File: config.mk
export PLATFORM = sky130hd
export DESIGN_NAME = ckout_gen
export DESIGN_NICKNAME = d
export VERILOG_FILES = /design/src/rtl/ckout_pkg.sv /design/src/rtl/ckout_sched.sv /design/src/rtl/ckout_irq.sv /design/src/rtl/ckout_pin.sv /design/src/rtl/ckout_gen.sv
export SDC_FILE = /design/constraint.sdc
export NUM_CORES = 1
export LEC_CHECK = 0
export BUFFER_PORTS_ARGS = -buffer_cell sky130_fd_sc_hd__buf_4
export CAP_MARGIN = 25
export CORE_ASPECT_RATIO = 1.5
export CORE_MARGIN = 2
export CORE_UTILIZATION = 45
export DETAILED_ROUTE_END_ITERATION = 6
export GPL_TIMING_DRIVEN = 0
export PLACE_DENSITY = 0.78
export SYNTH_ARGS = -nofsm -noshare
export SYNTH_HDL_FRONTEND = slang
export SYNTH_SLANG_ARGS = --single-unit
File: constraint.sdc
create_clock -name clk_i -period 3 [get_ports clk_i]
set_input_delay 0.6 -clock clk_i [delete_from_list [all_inputs] [get_ports clk_i]]
set_output_delay 0.6 -clock clk_i [all_outputs]
set_load 0.01 [all_outputs]
File: src/rtl/ckout_pkg.sv
`timescale 1ns/1ps
package ckout_pkg;
  typedef enum logic {
    RUN_ONESHOT  = 1'b0,
    RUN_PERIODIC = 1'b1
  } run_mode_e;

  typedef struct packed {
    logic dir_out;
    logic native;
  } pad_sel_t;
endpackage

File: src/rtl/ckout_sched.sv
`timescale 1ns/1ps
module ckout_sched
  import ckout_pkg::*;
#(
  parameter int TW = 64
) (
  input  logic          clk_i,
  input  logic          rst_ni,
  input  logic          en_i,
  input  logic          arm_i,
  input  run_mode_e     mode_i,
  input  logic [TW-1:0] target_i,
  input  logic [TW-1:0] period_i,
  input  logic [TW-1:0] systime_i,
  output logic          hit_o
);
  logic [TW-1:0] next_q;
  logic          armed_q;

  // arm has priority over a hit in the same cycle
  assign hit_o = en_i & armed_q & ~arm_i & (systime_i >= next_q);

  always_ff @(posedge clk_i or negedge rst_ni) begin
    if (!rst_ni) begin
      next_q  <= '0;
      armed_q <= 1'b0;
    end else if (!en_i) begin
      armed_q <= 1'b0;
    end else if (arm_i) begin
      next_q  <= target_i;
      armed_q <= 1'b1;
    end else if (hit_o) begin
      if (mode_i == RUN_PERIODIC) next_q <= next_q + period_i;
      else                        armed_q <= 1'b0;
    end
  end

  a_r2_edge_hold: assert property (@(posedge clk_i) disable iff (!rst_ni)
    (en_i && armed_q && !arm_i && !hit_o) |=> $stable(next_q));
  a_r4_exact_reload: assert property (@(posedge clk_i) disable iff (!rst_ni)
    (hit_o && mode_i == RUN_PERIODIC) |=> next_q == $past(next_q) + $past(period_i));
  a_r5_single_shot: assert property (@(posedge clk_i) disable iff (!rst_ni)
    (hit_o && mode_i == RUN_ONESHOT) |=> !armed_q);
  a_r6_drop_armed: assert property (@(posedge clk_i) disable iff (!rst_ni)
    !en_i |=> !armed_q);
endmodule

File: src/rtl/ckout_irq.sv
`timescale 1ns/1ps
module ckout_irq (
  input  logic clk_i,
  input  logic rst_ni,
  input  logic hit_i,
  input  logic edge_irq_en_i,
  input  logic clr_i,
  input  logic mask_i,
  output logic irq_o
);
  logic cause_q;
  logic set_w;

  assign set_w = hit_i & edge_irq_en_i;

  // a new event wins over a clear in the same cycle
  always_ff @(posedge clk_i or negedge rst_ni) begin
    if (!rst_ni)     cause_q <= 1'b0;
    else if (set_w)  cause_q <= 1'b1;
    else if (clr_i)  cause_q <= 1'b0;
  end

  assign irq_o = cause_q & mask_i;

  a_r8_set_on_edge: assert property (@(posedge clk_i) disable iff (!rst_ni)
    (hit_i && edge_irq_en_i) |=> cause_q);
  a_r8_quiet: assert property (@(posedge clk_i) disable iff (!rst_ni)
    (!cause_q && !(hit_i && edge_irq_en_i)) |=> !cause_q);
  a_r9_sticky: assert property (@(posedge clk_i) disable iff (!rst_ni)
    (cause_q && !clr_i) |=> cause_q);
endmodule

File: src/rtl/ckout_pin.sv
`timescale 1ns/1ps
module ckout_pin
  import ckout_pkg::*;
(
  input  logic     clk_i,
  input  logic     rst_ni,
  input  logic     en_i,
  input  logic     hit_i,
  input  pad_sel_t pad_i,
  input  logic     gpio_i,
  output logic     pin_o,
  output logic     pin_oe_o
);
  logic wave_q;

  always_ff @(posedge clk_i or negedge rst_ni) begin
    if (!rst_ni)     wave_q <= 1'b0;
    else if (!en_i)  wave_q <= 1'b0;
    else if (hit_i)  wave_q <= ~wave_q;
  end

  assign pin_oe_o = pad_i.dir_out;
  assign pin_o    = (pad_i.dir_out && pad_i.native) ? wave_q : gpio_i;

  a_r6_wave_low: assert property (@(posedge clk_i) disable iff (!rst_ni)
    !en_i |=> !wave_q);
  a_r11_flip_per_hit: assert property (@(posedge clk_i) disable iff (!rst_ni)
    (en_i && hit_i) |=> wave_q != $past(wave_q));
  a_r2_hold_no_hit: assert property (@(posedge clk_i) disable iff (!rst_ni)
    (en_i && !hit_i) |=> $stable(wave_q));
endmodule

File: src/rtl/ckout_gen.sv
`timescale 1ns/1ps
module ckout_gen
  import ckout_pkg::*;
#(
  parameter int TW      = 64,
  parameter bit HAS_IRQ = 1'b1
) (
  input  logic          clk_i,
  input  logic          rst_ni,
  input  logic [TW-1:0] systime_i,
  input  logic          en_i,
  input  logic          periodic_i,
  input  logic          edge_irq_en_i,
  input  logic          arm_i,
  input  logic [TW-1:0] target_i,
  input  logic [TW-1:0] period_i,
  input  logic          pin_dir_i,
  input  logic          pin_native_i,
  input  logic          gpio_i,
  input  logic          irq_mask_i,
  input  logic          irq_clr_i,
  output logic          pin_o,
  output logic          pin_oe_o,
  output logic          irq_o
);
  logic      hit_w;
  run_mode_e mode_w;
  pad_sel_t  pad_w;

  assign mode_w = periodic_i ? RUN_PERIODIC : RUN_ONESHOT;
  assign pad_w  = '{dir_out: pin_dir_i, native: pin_native_i};

  ckout_sched #(.TW(TW)) u_sched (
    .clk_i     (clk_i),
    .rst_ni    (rst_ni),
    .en_i      (en_i),
    .arm_i     (arm_i),
    .mode_i    (mode_w),
    .target_i  (target_i),
    .period_i  (period_i),
    .systime_i (systime_i),
    .hit_o     (hit_w)
  );

  ckout_pin u_pin (
    .clk_i    (clk_i),
    .rst_ni   (rst_ni),
    .en_i     (en_i),
    .hit_i    (hit_w),
    .pad_i    (pad_w),
    .gpio_i   (gpio_i),
    .pin_o    (pin_o),
    .pin_oe_o (pin_oe_o)
  );

  generate
    if (HAS_IRQ) begin : g_irq
      ckout_irq u_irq (
        .clk_i         (clk_i),
        .rst_ni        (rst_ni),
        .hit_i         (hit_w),
        .edge_irq_en_i (edge_irq_en_i),
        .clr_i         (irq_clr_i),
        .mask_i        (irq_mask_i),
        .irq_o         (irq_o)
      );
    end else begin : g_no_irq
      assign irq_o = 1'b0;
    end
  endgenerate

  a_r7_oe_follows_dir: assert property (@(posedge clk_i) disable iff (!rst_ni)
    pin_oe_o == pin_dir_i);
  a_r10_mask_gates: assert property (@(posedge clk_i) disable iff (!rst_ni)
    !irq_mask_i |-> !irq_o);
endmodule

==> out/summary.txt <==
Nets: 1664
Worst Path Max Fanout: 6
Hold Path Class: in -> async
Grt total ovfl: 0
Syn. warnings: 0
Clock tree buffer depth: 2
Layout cells sized above 1: 31.54%
Clock tree root buffer cell: clkbuf_16
Final hold slack: 0.04214 ns
Pwr dens: 779.3 nW/um2
Top-level I/O count: 206
Period utilization: 101.0%
Relative slew margins: 38.37%
Post-synth EDFFs: 0
Vias in the first global route: 9440
Setup Crit Path Kind: reg -> reg
CP Data Arrival Time: 3.29 ns
Tot Pwr: 9.105 mW
Final core occ: 64.85%
CTS Buf Count: 9
Hold Vio Cnt, Final: 0
Routed Antenna Nets: 0
Avg Inst Size Synth: 7.639 um2
Top FF cell, synth: dfrtp_1
Crit path launch type: flip-flop
Largest net degree at the start of global routing: 68
Drt drc: 0
Die area: 19630 um2
Hold-fix buffer count after cts: 0
Post-Syn Instances: 1090
Final setup TNS: -0.03073 ns
First-pass GRT wire length: 46480 um
Buffers on Ports: 204
FP Rows: 60
Failing checks: negative setup slack
FMAX: 330.0 MHz
CTS H-tree depth: 3
CP Capture Type: flip-flop
Worst vdd ir: 407.5 uV
Asr flop ratio synth: 100.0%
Count of final setup violators: 1
Worst slew pin tran: 0.9244 ns
Initial Util: 46.22%
Yosys reg bits: 67
GR peak layer: met2
Routed via count: 9287
Diode count: 0
Die Ht: 170.6 um
Met1 track demand over resource: 32.03%
Post-Syn Area: 8327 um2
CTS tree: done
Max cap viols: 0
Clk pin slew, worst setup/hold paths: 0.06 ns
Max Transition Viols Final: 0
Post-synth top cells: a21oi_1 (137), ha_1 (127), nand2_1 (101)
Top post-synthesis cells by area: dfrtp_1 (20%), ha_1 (19%), a21oi_1 (8.2%)
DRT iter0 DRCs: 478
Final worst slack: -0.03073 ns
Worst-Skew Late Latency: 0.35 ns
Pre-CTS setup slack: -1.750 ns
RSZ-0062 raised after global routing: true
Register area share after synthesis: 20.14%
Met2 Use GR: 56.80%
Syn Nets: 1421
Outcome: complete, but fails checks
Total GRT Usage: 30.74%
Met3 GRT Util: 5.030%
Post-DP HPWL: 24260 um
Post-synthesis cell type with the largest combined area: dfrtp_1
Most common cell in the netlist: a21oi_1
Minimum clock period: 3.031 ns
Synth cell types: 64
Total Wirelength: 31280 um
Clk sinks: 67
1st-pass router iterations: 5
Initial antenna violation count: 0
RePlAce Congestion: 0.9702
Yosys top cell area share: 20.14%
DR WL/cell: 20.11 um
Via density: 5.972
Required time of the critical path: 3.26 ns
Core Footprint: 18020 um2
Final Skew: 0.006747 ns
Chip Width: 115.1 um
Layout area overhead: 40.32%
Leakage: 5.499 nW
final timing paths:
check,from,to,slack [ns],cells past startpoint
min in group clk_i,irq_clr_i,g_irq.u_irq.cause_q,0.46,2
hold reg to reg,u_sched.next_q[43],u_sched.next_q[43],0.52,2
max in group asynchronous,rst_ni,u_sched.next_q[16],2.39,2
setup / recovery,u_sched.next_q[36],u_sched.next_q[63],-0.03,11
setup reg to reg,u_sched.next_q[36],u_sched.next_q[63],-0.03,11
hold / removal,rst_ni,g_irq.u_irq.cause_q,0.04,1
cells by family (layout without fill, tap and decap cells):
logic type	Yosys count	in the layout	synth area share [%]
AO/OA/AOI/OAI	389	389	28.81
XOR/XNOR	57	57	5.996
adder cells (fa/ha/maj)	128	128	19.32
buffers and inverters	129	377	6.041
flip-flops	67	67	20.14
multiplexers	23	23	2.855
AND/OR/NAND/NOR	297	297	16.84
power by group:
part	total, mW	leakage (nW)	switching (mW)	internal (mW)
combinational	6.42	4.57	3.60	2.81
sequential	1.52	0.784	0.303	1.22
clock	1.16	0.146	0.471	0.693
total	9.10	5.50	4.38	4.73
registers in the layout, indices dropped and copies added, names as in the netlist:
| signal | flops |
|---|---|
| u_pin.wave_q | 1 |
| u_sched.armed_q | 1 |
| g_irq.u_irq.cause_q | 1 |
| u_sched.next_q | 64 |
area by class of cell:
class                      count  area, um2
clock inverter                 3      46.29
multi-input combinational    894       7022
buffer                        36      239.0
inverter                      81      304.0
tap                          217      271.5
sequential                    67       1678
timing repair buffer         244       1863
clock buffer                  13      260.3
fill                        1598       6334
worst max-delay path, cell delays in order (launching register included):
cell	delay [ns]
dfrtp_1	0.45
ha_4	0.28
a21oi_2	0.23
o21bai_4	0.09
a221oi_4	0.28
o21ai_1	0.10
a221o_1	0.40
a22oi_2	0.16
o211ai_1	0.11
xor2_1	0.28
mux2_4	0.34
a221oi_2	0.20
repair_timing:
action,4_1_cts,5_1_grt
endpoints found under the hold margin,0,0
pin swaps,50,52
setup buffers,25,14
endpoints found under the setup margin,67,65
gates resized for setup,117,102
cloned,0,0
per-stage QoR:
stage	std cells	area, um2
2_1_floorplan	1090	8439
3_3_place_gp	1511	10240
3_5_place_dp	1511	10240
4_1_cts	1544	11180
6_report	1555	11680
5_1_grt	1555	11680
placed cells by master, fill, tap and decap left out, types with 5 or more instances in the layout:
master	count
a21o_1	41
inv_1	79
and3_1	12
nand4_1	23
a31oi_1	6
and2_1	5
a21oi_1	111
nand3_1	18
nor3_1	11
xor2_1	26
ha_1	102
clkbuf_1	18
a211oi_1	23
nand2b_1	5
xnor2_1	31
a21boi_0	5
o21ai_1	17
a211oi_2	19
o21ai_0	61
ha_2	8
nor2_1	74
buf_4	245
o21ai_2	10
o211ai_1	10
o21a_1	9
mux2i_1	20
dfrtp_1	66
o21bai_1	6
ha_4	17
nand2_1	99
clkbuf_16	9
a21oi_2	22
buf_6	8
layer usage:
layer,wire (um),up-vias
li1,-,4448
met1,11370,4398
met2,16480,327
met3,1481,114
met4,1941,0
met5,0,-
No activity file was read; power rests on OpenSTA's default activity.
